===== config.mk =====
export PLATFORM = sky130hd
export DESIGN_NAME = spare_chunk_map
export DESIGN_NICKNAME = d
export VERILOG_FILES = /design/src/rtl/spare_chunk_map.sv
export SDC_FILE = /design/constraint.sdc
export NUM_CORES = 1
export LEC_CHECK = 0
export BUFFER_PORTS_ARGS = -buffer_cell sky130_fd_sc_hd__buf_2
export CAP_MARGIN = 20
export CORE_MARGIN = 3
export CORE_UTILIZATION = 55
export CTS_CLUSTER_DIAMETER = 30
export DETAILED_ROUTE_END_ITERATION = 8
export PLACE_DENSITY = 0.75
export SLEW_MARGIN = 20
export SYNTH_ARGS = -nofsm -noshare
export SYNTH_HDL_FRONTEND = slang
export SYNTH_SLANG_ARGS = --single-unit
export TNS_END_PERCENT = 50

===== constraint.sdc =====
create_clock -name clk -period 1.61 [get_ports clk]
set_clock_uncertainty 0.05 [all_clocks]
set_input_delay 0.0805 -clock clk [delete_from_list [all_inputs] [get_ports clk]]
set_output_delay 0.0805 -clock clk [all_outputs]
set_load 0.01 [all_outputs]

===== src/rtl/spare_chunk_map.sv =====
module spare_chunk_map #(
  parameter int PAGE_W    = 13,
  parameter int SPW_W     = 8,
  parameter int OFS_W     = 8,
  parameter int DW        = 8,
  parameter int NBUF      = 8,
  parameter int WIN       = 64,
  parameter int SECTOR_LG = 9,
  parameter int ADDR_W    = 13,
  parameter int SPARE_BASE = 'h1000
) (
  input  logic              clk,
  input  logic              rst_n,
  input  logic [PAGE_W-1:0] page_size,
  input  logic [SPW_W-1:0]  spare_words,
  input  logic              ofs_valid,
  input  logic [OFS_W-1:0]  ofs,
  input  logic              dir_prog,
  input  logic [DW-1:0]     din,
  output logic [$clog2(NBUF)-1:0] buf_idx,
  output logic [$clog2(WIN)-1:0]  buf_ofs,
  output logic [ADDR_W-1:0] ram_addr,
  output logic              ram_we,
  output logic              ram_re,
  output logic [DW-1:0]     ram_wdata,
  output logic              map_err
);
  localparam int IDX_W  = $clog2(NBUF);
  localparam int WO_W   = $clog2(WIN);
  localparam int SB_W   = SPW_W + 1;
  localparam int PROD_W = SB_W + IDX_W;
  localparam int SH_W   = $clog2(PAGE_W);

  logic [SH_W-1:0]   sh;
  logic [SB_W-1:0]   spare_bytes, per_raw, per;
  logic [NBUF-1:1]   ge;
  logic [IDX_W-1:0]  idx_c;
  logic [PROD_W-1:0] base, rel;
  logic              err_c;
  logic              unused_low;

  assign unused_low = ^page_size[SECTOR_LG-1:0];

  always_comb begin
    sh = '0;
    for (int b = SECTOR_LG; b < PAGE_W; b++)
      if (page_size[b]) sh = SH_W'(b - SECTOR_LG);
  end

  assign spare_bytes = {spare_words, 1'b0};
  assign per_raw     = spare_bytes >> sh;
  assign per         = {per_raw[SB_W-1:1], 1'b0};

  for (genvar k = 1; k < NBUF; k++) begin : g_cmp
    assign ge[k] = (per != '0) && (PROD_W'(ofs) >= PROD_W'(k) * PROD_W'(per));
  end

  always_comb begin
    idx_c = '0;
    for (int k = 1; k < NBUF; k++)
      if (ge[k]) idx_c = IDX_W'(k);
  end

  assign base  = PROD_W'(idx_c) * PROD_W'(per);
  assign rel   = PROD_W'(ofs) - base;
  assign err_c = (per == '0) || (rel >= PROD_W'(WIN));

  always_ff @(posedge clk or negedge rst_n) begin
    if (!rst_n) begin
      buf_idx   <= '0;
      buf_ofs   <= '0;
      ram_we    <= 1'b0;
      ram_re    <= 1'b0;
      map_err   <= 1'b0;
      ram_wdata <= '0;
    end else begin
      ram_we  <= ofs_valid && !dir_prog && !err_c;
      ram_re  <= ofs_valid &&  dir_prog && !err_c;
      map_err <= ofs_valid && err_c;
      if (ofs_valid) begin
        buf_idx   <= idx_c;
        buf_ofs   <= rel[WO_W-1:0];
        ram_wdata <= din;
      end
    end
  end

  assign ram_addr = ADDR_W'(SPARE_BASE) + ADDR_W'(buf_idx) * ADDR_W'(WIN) + ADDR_W'(buf_ofs);

  p_idle_quiet_r9: assert property (@(posedge clk) disable iff (!rst_n)
    !ofs_valid |=> !(ram_we || ram_re || map_err));
  p_one_strobe_r7: assert property (@(posedge clk) disable iff (!rst_n)
    !(ram_we && ram_re));
  p_err_blocks_r8: assert property (@(posedge clk) disable iff (!rst_n)
    map_err |-> !(ram_we || ram_re));
  p_read_fill_r6: assert property (@(posedge clk) disable iff (!rst_n)
    (ofs_valid && !dir_prog) |=> ((ram_we || map_err) && ram_wdata == $past(din)));
  p_prog_fetch_r7: assert property (@(posedge clk) disable iff (!rst_n)
    (ofs_valid && dir_prog) |=> ((ram_re || map_err) && !ram_we));
endmodule


Yosys cells after proc, flatten, opt, wreduce, memory -nomap -nowiden
Index checks and enable logic that the tools add are counted.
Word-level totals
  register bits: 20
  latch bits: 0
  RAM bits: 0
  bits in read-only memories: 0
  bits of input ports: 41
  output and inout port bits: 33
  memories kept: 0
Operators by class
  $add $sub $neg: 3
  multipliers: 5
  div/mod/pow operators: 0
  order comparisons: 8
  eq/ne operators: 0
  shifts and indexed selects: 1
  multiplexer cells: 10
  bitwise logic cells: 0
  reductions and logical operators: 17
Operator list (count)
  8-bit by 12-bit >= comparator with 1-bit output: 3
  8-bit by 11-bit >= comparator with 1-bit output: 2
  3-bit by 8-bit multiplier with 11-bit output (first input constant): 2
  2-bit by 8-bit multiplier with 10-bit output (first input constant): 2
  3-bit two-way mux: 6
  13-bit by 6-bit adder with 13-bit output: 1
  13-bit by 9-bit adder with 13-bit output (first input constant): 1
  12-bit by 7-bit >= comparator with 1-bit output (second input constant): 1
  1-bit logical AND: 12
  8-bit by 12-bit subtractor with 12-bit output: 1
  3-bit by 8-bit multiplier with 11-bit output: 1
  8-bit by 10-bit >= comparator with 1-bit output: 1
  8-bit by 9-bit >= comparator with 1-bit output: 1
  9-bit zero test: 1
  9-bit nonzero test: 1
  9-bit by 4-bit >> shifter with 9-bit output: 1
  4-bit two-way mux: 1
  1-bit zero test: 2
  1-bit two-way mux: 2
  2-bit two-way mux: 1
  1-bit logical OR: 1

Longest topological paths before layout
Gate-level depths: netlist of the first run.
  depth in word-level cells: 19
  depth in mapped cells: 38
  gate-level depth less buffers: 36

Worst setup path after synthesis of the first run
OpenSTA, ideal clock, no wires.
  kind: input -> register
  start: input port page_size[10]
  end: register ram_we
  setup time: 0.089 ns
  data arrival time: 7.601 ns
  data required time: 1.471 ns
  path slack: -6.130 ns
  stages on the path: 29
  cells stage by stage: buf_2 buf_2 mux2_2 o21ai_1 inv_1 fa_1 ha_1 fa_1 a21oi_1 o21bai_1 xnor2_1 ha_1 and2_0 a311oi_1 nor4_1 nor3_1 or3_1 fa_1 fa_1 xor2_1 ha_1 a21boi_0 o21ai_0 a21boi_0 o21bai_1 nor4b_1 o21ai_0 a2111oi_0 nor3b_1
On the way
  word-level cells in the longest chain between the ends: 19
Ends and longest elaborated chain
  start, declared: line 14  | input logic [PAGE_W-1:0] page_size,
  1-bit two-way mux (*): line 47  | if (page_size[b]) sh = SH_W'(b - SECTOR_LG);
  2-bit two-way mux (*): line 47
  4-bit two-way mux (*): line 47
  9-bit by 4-bit >> shifter with 9-bit output (*): line 51  | assign per_raw = spare_bytes >> sh;
  branches (longest 12 deep; another with 8-bit by 12-bit subtractor with 12-bit output)
  1-bit logical OR (*): line 66  | assign err_c = (per == '0) || (rel >= PROD_W'(WIN));
  1-bit zero test (*): line 77  | ram_we <= ofs_valid && !dir_prog && !err_c;
  1-bit logical AND (*): line 77
  end signal, assigned: line 77
  end, declared: line 23  | output logic ram_we,
Mark *: on every way between the ends.
A chain may end at the register's enable or synchronous reset.

Final worst setup path of the first run
  start: input port page_size[12]
  end: register ram_re
On the way
  word-level cells in the longest chain between the ends: 17
Ends and longest elaborated chain
  4-bit two-way mux (*): line 47
  9-bit by 4-bit >> shifter with 9-bit output (*): line 51
  branches (longest 12 deep; another with 8-bit by 12-bit subtractor with 12-bit output)
  1-bit logical OR (*): line 66
  1-bit zero test (*): line 78  | ram_re <= ofs_valid && dir_prog && !err_c;
  1-bit logical AND (*): line 78
  end signal, assigned: line 78
  end, declared: line 24  | output logic ram_re,
Marks and branches as above.

==> flow_summary.ini, run 1 <==
[synthesis]
synthCells = 512
async_reset_ff_share_pct = 100
yosysTopAreaCellShare_pct = 21.9
synth_edf_count = 0
synth.largest_area_cell = ha_1
syn_avg_cell_area_um2 = 8.13
ys_warn_count = 0
ys_seq_area_share_pct = 12.0
synthDistinctLibCells = 69
synth_top_cells_by_area = ha_1 22%, dfrtp_1 12%, fa_1 6.3%, inv_1 4.4%, mux2_2 4.3%
syn-cell-area_um2 = 4160
synth_seq_cells = 20
synth-main-ff-cell = dfrtp_1

[drt]
routed-via-count = 5382
wl_per_cell_um = 23.8
drt_iter0_drc = 882
wirelength_mm = 19.4
firstDrtPassIters = 6
route.detailed.drc = 0
viasPerCell = 6.60
final_antenna_net_count = 0

[setup_path]
reg2reg_depth = 1
r2r_end = buf_ofs[3]$_DFFE_PN0P_
critPathCaptureType = flip-flop
reg2reg_slack_ps = 750
crit_fanout = 11
crit_arrival_ps = 7330
crit_type = in -> reg
slowest_stage = fa_1
r2r_start = buf_ofs[3]$_DFFE_PN0P_
start_kind = input pin
critPathRequiredTime_ps = 1760
max_stage_delay_ps = 550

[grt]
grt.overflow.total = 0
grt_max_degree = 21
grt_pass1_vias = 4907
grt_antenna_before_repair = 0
track_usage_pct = 31.7
grt_pass1_wl_mm = 22.6

[pwr]
clock_power_share_pct = 3.2
p_sw_mw = 6.22
p_seq_share_pct = 6.0
power.density_nw_per_um2 = 1930
leakage_nw = 3.20
irDropWorstVdd_mv = 1.30
p_int_mw = 6.06
power.share.switching_pct = 50.7
pwr-share-comb_pct = 90.9

[cts]
clk_latency_ps = 260
tritoncts = done
cts_num_sinks = 20
cts_buffer_depth = 2
numCtsBuffers = 3
h-tree-depth = 1
path_clk_slew_ps = 70
clock-root-buffer = clkbuf_8

[timing]
maxSlewHeadroom_pct = 62.1
finalHoldViolations = 1
maxSlewViolCount = 0
setup-tns-final_ps = -43640
hold_ws_ps = -4.90
fin_crit_sh_pct = 446
layout_min_cycle_time_ps = 7190
setup_slack_ps = -5580
grt_setup_unrepaired = true
worstMarginPinSlew_ps = 555
max_freq_mhz = 139
finalSetupViolCount = 11

[layout]
register_area_um2 = 500
final_nets = 845
layout-drive-gt1-share_pct = 47.3
mostFrequentLayoutCell = buf_4
syn2layout_area_growth_pct = 52.5
layout_common_cells = 158 x buf_4, 64 x ha_1, 56 x buf_2
antennaDiodeCount = 0
n_fill_cell = 316
multiInputGateArea_um2 = 3790
fin_cells = 816

[die]
dieArea_um2 = 8650
rows = 31
initial_core_util_pct = 57.1
ios = 74
die_w_um = 93.0
die-height_um = 93.0
fp.coreArea_um2 = 7290

[placed_design]
dp_cells = 778
io_buffer_count = 59
dpl.hpwl_mm = 10.5
place_congestion = 0.994

[min_path]
min_to = ram_wdata[0]$_DFFE_PN0P_
min-delay-start = din[0]
hold-path-cell-count = 2
hold_path.class = in -> reg

[status]
run_status = finished with violations
violations = negative hold slack, negative setup slack

[flow_run]
cap_violations = 0
## metrics by stage
step	cell area, um^2	total power [mW]	worst slack (ps)	hold WS [ps]	utilization (%)
2_1_floorplan	4350	5.33	-5090	-265	-
5_1_grt	6350	12.8	-5990	7.60	87.1
4_1_cts	5930	8.93	-5200	12.7	81.4
3_5_place_dp	5610	7.69	-5600	-20.3	77.0
3_3_place_gp	5610	7.32	-5350	-23.3	77.0
6_report	6350	12.3	-5580	-4.90	87.1
## repair_timing
action                                  4_1_cts  5_1_grt
hold endpoints to repair                     21        0
buffers inserted                             13       19
pin swaps                                    36       39
cloned                                        0        0
endpoints found under the setup margin       11       11
resized for setup                            33       54
hold buffers                                  2        0
## cell families (layout without fill, tap and decap cells)
logic type | count (synthesis) | count (layout) | synth area share (%)
AND/OR/NAND/NOR | 147 | 147 | 18.3
multiplexers | 18 | 18 | 4.81
flip-flops | 20 | 20 | 12.0
XOR/XNOR | 23 | 23 | 4.84
other | 2 | 4 | 0.180
buffers and inverters | 81 | 284 | 9.05
AO/OA/AOI/OAI | 129 | 129 | 21.1
adder cells (fa/ha/maj) | 92 | 92 | 29.7
## synth_stat cells (all sizes together) (7+ instances only)
cell	instances
ha	73
nor3	13
a211oi	7
a21o	12
a21oi	30
nand2	25
inv	50
dfrtp	20
or2	7
a21boi	7
buf	24
nand3	8
nor2b	12
fa	13
o21ai	27
mux2	16
nor2	45
xnor2	20
nand2b	8
## worst max-delay path by stage
stage / start / to / slack, ps
2_1_floorplan: page_size[10] / ram_we$_DFF_PN0_ / -5090
3_3_place_gp: page_size[12] / ram_we$_DFF_PN0_ / -5350
3_5_place_dp: page_size[10] / ram_we$_DFF_PN0_ / -5600
4_1_cts: page_size[11] / ram_we$_DFF_PN0_ / -5200
5_1_grt: page_size[10] / ram_re$_DFF_PN0_ / -5990
6_report: page_size[12] / ram_re$_DFF_PN0_ / -5580
## power groups by stage
stage | registers, mW | clock network (mW) | logic [mW]
detailed placement | 0.718 | 0 | 6.98
global route | 0.735 | 0.396 | 11.6
floorplan | 0.782 | 0 | 4.55
CTS | 0.709 | 0.367 | 7.85
global placement | 0.710 | 0 | 6.61
finish | 0.732 | 0.387 | 11.2
## sequential cells by signal, summed over array words and instances, names as in the netlist
register / flops
buf_idx: 3
buf_ofs: 6
map_err: 1
ram_re: 1
ram_wdata: 8
ram_we: 1
## critical path: cells and delay by family
| family | cells | cell delay (ps) |
|---|---|---|
| AO/OA/AOI/OAI | 11 | 1970 |
| XOR/XNOR | 2 | 380 |
| adder cells (fa/ha/maj) | 8 | 2920 |
| buffers and inverters | 4 | 430 |
| AND/OR/NAND/NOR | 7 | 1530 |
## per-layer routing
layer	global-route usage, %	vias up	routed length, um
met1	37.3	2452	6600
met4	11.4	0	1850
met2	58.5	515	8700
met5	0	-	0
met3	3.78	210	2260
li1	-	2205	-
## cell type report
class	instances	area share, %
clock buffers	4	0.867
inverters	51	3.01
multi-input cells	413	59.8
flip-flops and latches	20	7.88
well taps	99	1.95
repair buffers	229	26.5
Note: power is estimated with default switching activity, not from simulation.
==> inputs of run 2 (changes only) <==
Settings changed: CORE_UTILIZATION 55 to 35, PLACE_DENSITY 0.75 to 0.5.
==> flow_summary.ini, run 2 (synthesis results as in run 1) <==
[flow_run]
cap_violations = 0

[cts]
clock-root-buffer = clkbuf_16
numCtsBuffers = 3
h-tree-depth = 1
clk_latency_ps = 240
cts_num_sinks = 20
path_clk_slew_ps = 50
tritoncts = done
cts_buffer_depth = 2

[status]
violations = negative setup slack
run_status = finished with violations

[layout]
fin_cells = 855
mostFrequentLayoutCell = buf_4
syn2layout_area_growth_pct = 50.8
top_register = ram_wdata
layout-drive-gt1-share_pct = 44.8
final_nets = 841
top_regs = ram_wdata: 8 flops, buf_ofs: 6 flops, buf_idx: 3 flops
antennaDiodeCount = 0
largest_reg_flops = 8
layout_common_cells = 158 x buf_4, 67 x ha_1, 55 x buf_2

[min_path]
min-delay-start = din[3]
hold-path-cell-count = 2
min_to = ram_wdata[3]$_DFFE_PN0P_
hold_path.class = in -> reg

[pwr]
irDropWorstVdd_mv = 0.919
power.share.switching_pct = 44.6
p_sw_mw = 4.36
clock_power_share_pct = 5.0
p_seq_share_pct = 7.3
p_int_mw = 5.41
leakage_nw = 3.16
power.density_nw_per_um2 = 1560
pwr-share-comb_pct = 87.7

[drt]
wirelength_mm = 12.8
route.detailed.drc = 0
viasPerCell = 5.11
routed-via-count = 4365
wl_per_cell_um = 15.0
final_antenna_net_count = 0
firstDrtPassIters = 4
drt_iter0_drc = 226

[die]
ios = 74
dieArea_um2 = 13200
die_w_um = 115
initial_core_util_pct = 36.1
fp.coreArea_um2 = 11500
rows = 39
die-height_um = 115

[grt]
track_usage_pct = 19.3
grt_max_degree = 21
grt_pass1_wl_mm = 21.0
grt_pass1_vias = 4393
grt.overflow.total = 0
grt_antenna_before_repair = 0

[timing]
setup_slack_ps = -5000
fin_crit_sh_pct = 411
layout_min_cycle_time_ps = 6610
grt_setup_unrepaired = true
maxSlewHeadroom_pct = 60.0
max_freq_mhz = 151
maxSlewViolCount = 0
hold_ws_ps = 12.6
finalSetupViolCount = 11
finalHoldViolations = 0
worstMarginPinSlew_ps = 594

[placed_design]
dpl.hpwl_mm = 10.9
io_buffer_count = 59
dp_slack_ps = -5690
dp_cells = 838
place_congestion = 0.932

[setup_path]
crit_fanout = 7
r2r_end = buf_ofs[3]$_DFFE_PN0P_
critPathCaptureType = flip-flop
slowest_stage = fa_1
reg2reg_depth = 1
r2r_start = buf_ofs[3]$_DFFE_PN0P_
max_stage_delay_ps = 500
reg2reg_slack_ps = 800
critPathRequiredTime_ps = 1730
crit_arrival_ps = 6730
crit_type = in -> reg
start_kind = input pin
run 2: cell count changes in the layout (fill, tap and decap cells not counted), sizes merged:
cell	previous run	this run
clkbuf	4	3
buf	227	223
run 2: layout make-up:
cell class              count  area [um^2]
clock buffers               3         75.1
fillers                  1104         5240
inverters                  51          194
multi-input cells         413         3700
flip-flops and latches     20          500
well taps                 143          179
repair buffers            225         1630
run 2: worst max-delay path by stage:
| stage | endpoint | slack (ps) | startpoint | cells past startpoint |
|---|---|---|---|---|
| 2_1_floorplan | ram_we$_DFF_PN0_ | -5090 | page_size[10] | 31 |
| 3_3_place_gp | ram_we$_DFF_PN0_ | -5480 | page_size[10] | 32 |
| 3_5_place_dp | ram_we$_DFF_PN0_ | -5690 | page_size[10] | 30 |
| 4_1_cts | ram_we$_DFF_PN0_ | -5100 | page_size[12] | 31 |
| 5_1_grt | ram_we$_DFF_PN0_ | -5430 | page_size[12] | 32 |
| 6_report | ram_we$_DFF_PN0_ | -5000 | page_size[12] | 33 |
run 2: metrics by stage:
| stage | total power, mW | setup TNS [ps] | instance area (um^2) | util, % |
|---|---|---|---|---|
| 4_1_cts | 9.06 | -38540 | 6110 | 53.1 |
| 3_3_place_gp | 7.66 | -43020 | 5790 | 50.3 |
| 2_1_floorplan | 5.33 | -38420 | 4350 | - |
| 3_5_place_dp | 7.87 | -44240 | 5790 | 50.3 |
| 6_report | 9.77 | -38500 | 6280 | 54.5 |
| 5_1_grt | 10.7 | -41680 | 6280 | 54.5 |
run 2: per-layer routing:
| layer | track usage, % | routed length [um] | share of wire, % | vias to the layer above |
|---|---|---|---|---|
| met4 | 4.38 | 247 | 1.9 | 0 |
| met1 | 25.4 | 5850 | 46 | 2033 |
| met3 | 1.05 | 585 | 4.6 | 20 |
| li1 | - | - | - | 2193 |
| met5 | 0 | 0 | 0 | - |
| met2 | 34.8 | 6170 | 48 | 119 |
run 2: timing repair:
item | in CTS | in global routing
buffers inserted | 9 | 5
resized for setup | 39 | 27
endpoints found under the setup margin | 11 | 11
hold buffers | 2 | 0
pin swaps | 10 | 11
endpoints found under the hold margin | 21 | 0
run 2: power groups by stage:
stage,clock [mW],sequential [mW],combinational (mW)
finish,0.490,0.714,8.56
global route,0.519,0.735,9.47
CTS,0.496,0.719,7.85
detailed placement,0,0.724,7.15
global placement,0,0.712,6.95
floorplan,0,0.782,4.55
run 2: worst max-delay path: cells and delay by family:
family                     cells  cell delay [ps]
and+or+nand+nor                9             2370
adders and majority gates      6             1780
AOI/OAI and AO/OA             11             1640
buffers and inverters          5              560
xor gates and xnor gates       2              280
==> inputs of run 3 (changes only) <==
Settings changed: CORE_UTILIZATION 35 to 50, PLACE_DENSITY 0.5 to 0.69.
==> flow_summary.ini, run 3 (synthesis results as in run 1) <==
[timing]
setup_slack_ps = -5440
grt_setup_unrepaired = true
fin_crit_sh_pct = 438
layout_min_cycle_time_ps = 7050
max_freq_mhz = 142
maxSlewHeadroom_pct = 57.2
finalHoldViolations = 0
worstMarginPinSlew_ps = 636
maxSlewViolCount = 0
finalSetupViolCount = 11

[pwr]
p_int_mw = 5.49
pwr-share-comb_pct = 89.5
p_sw_mw = 4.93
power.share.switching_pct = 47.3
power.density_nw_per_um2 = 1690
total_power_mw = 10.4
irDropWorstVdd_mv = 1.19
p_seq_share_pct = 6.8
clock_power_share_pct = 3.6
leakage_nw = 3.10

[drt]
routed-via-count = 4723
wirelength_mm = 14.7
route.detailed.drc = 0
drt_iter0_drc = 369
wl_per_cell_um = 18.4
firstDrtPassIters = 5
viasPerCell = 5.88
final_antenna_net_count = 0

[layout]
antennaDiodeCount = 0
largest_reg_flops = 8
fin_area_um2 = 6170
mostFrequentLayoutCell = buf_4
n_fill_cell = 507
finalCoreUtilization_pct = 78.3
layout-drive-gt1-share_pct = 45.8
final_nets = 829
top_regs = ram_wdata: 8 flops, buf_ofs: 6 flops, buf_idx: 3 flops
register_area_um2 = 500
multiInputGateArea_um2 = 3750
top_register = ram_wdata
layout_common_cells = 142 x buf_4, 63 x ha_1, 56 x buf_2
syn2layout_area_growth_pct = 48.3

[setup_path]
critPathCaptureType = flip-flop
crit_type = in -> reg
slowest_stage = fa_1
r2r_end = ram_wdata[5]$_DFFE_PN0P_
crit_arrival_ps = 7190
start_kind = input pin
reg2reg_depth = 1
cpMostUsedCell = buf_6
reg2reg_slack_ps = 790
critPathRequiredTime_ps = 1750
r2r_start = ram_wdata[5]$_DFFE_PN0P_
crit_fanout = 5
max_stage_delay_ps = 580

[min_path]
min_to = ram_wdata[2]$_DFFE_PN0P_
min-delay-start = din[2]
hold_path.class = in -> reg
hold-path-cell-count = 2

[cts]
h-tree-depth = 1
cts_buffer_depth = 2
numCtsBuffers = 3
cts_num_sinks = 20
clock-root-buffer = clkbuf_8
tritoncts = done
path_clk_slew_ps = 70
clk_latency_ps = 260

[die]
rows = 32
initial_core_util_pct = 52.8
fp.coreArea_um2 = 7890
ios = 74
die-height_um = 97.2
dieArea_um2 = 9460
die_w_um = 97.2

[grt]
grt_pass1_vias = 4630
grt_max_degree = 21
grt_pass1_wl_mm = 21.4
grt_antenna_before_repair = 0
track_usage_pct = 26.7
grt.overflow.total = 0

[placed_design]
dpl.hpwl_mm = 10.5
io_buffer_count = 59
placed_cell_area_um2 = 5560
place_congestion = 0.956
dp_slack_ps = -5510

[status]
violations = negative setup slack
run_status = finished with violations

[flow_run]
cap_violations = 0
-- run 3: critical path: cells and delay by family --
kind | cells | cell delay [ps]
and+or+nand+nor | 7 | 1370
adders and majority gates | 8 | 2790
AOI/OAI and AO/OA | 11 | 1990
xor gates and xnor gates | 2 | 260
buffers and inverters | 6 | 680
-- run 3: how the worst max path moves through the flow --
stage                        from                to  slack (ps)  cells after the start
CTS                 page_size[10]  ram_we$_DFF_PN0_       -5100                     34
floorplan           page_size[10]  ram_we$_DFF_PN0_       -5090                     31
finish              page_size[10]  ram_we$_DFF_PN0_       -5440                     34
global route        page_size[10]  ram_we$_DFF_PN0_       -5640                     34
detailed placement  page_size[10]  ram_we$_DFF_PN0_       -5510                     34
global placement    page_size[10]  ram_we$_DFF_PN0_       -5300                     32
-- run 3: through the flow --
step	instances	hold WS [ps]	TNS, ps
2_1_floorplan	514	-265	-38420
3_3_place_gp	777	-17.4	-40980
3_5_place_dp	777	-12.3	-42360
4_1_cts	794	3.55	-38850
5_1_grt	803	10.2	-42370
6_report	803	4.62	-40710
-- run 3: cell type report --
| cell class | count | area share (%) |
|---|---|---|
| Multi-Input combinational cell | 413 | 60.8 |
| Timing Repair Buffer | 213 | 25.1 |
| Clock buffer | 4 | 0.892 |
| Inverter | 51 | 3.10 |
| Tap cell | 102 | 2.07 |
| Sequential cell | 20 | 8.11 |
-- run 3: power by group through the flow --
| stage | Combinational (mW) | Clock, mW | Sequential [mW] |
|---|---|---|---|
| after floorplan | 4.55 | 0 | 0.782 |
| after global placement | 6.62 | 0 | 0.711 |
| after detailed placement | 6.90 | 0 | 0.717 |
| after CTS | 7.56 | 0.380 | 0.708 |
| after global routing | 9.91 | 0.405 | 0.737 |
| final | 9.33 | 0.380 | 0.713 |
-- run 3: layer usage --
layer  vias up  GRT usage [%]  wire, um
met5         -              0         0
met4         0           8.52       827
met3        73           2.58      1010
met2       232           47.9      7110
met1      2243           33.5      5780
li1       2175              -         -
-- run 3: what timing repair did --
| action | 4_1_cts | 5_1_grt |
|---|---|---|
| hold buffers | 2 | 0 |
| endpoints found under the setup margin | 11 | 11 |
| endpoints found under the hold margin | 21 | 0 |
| gates resized for setup | 33 | 47 |
| pin swaps | 30 | 42 |
| gates cloned | 0 | 1 |
| setup buffers | 11 | 8 |
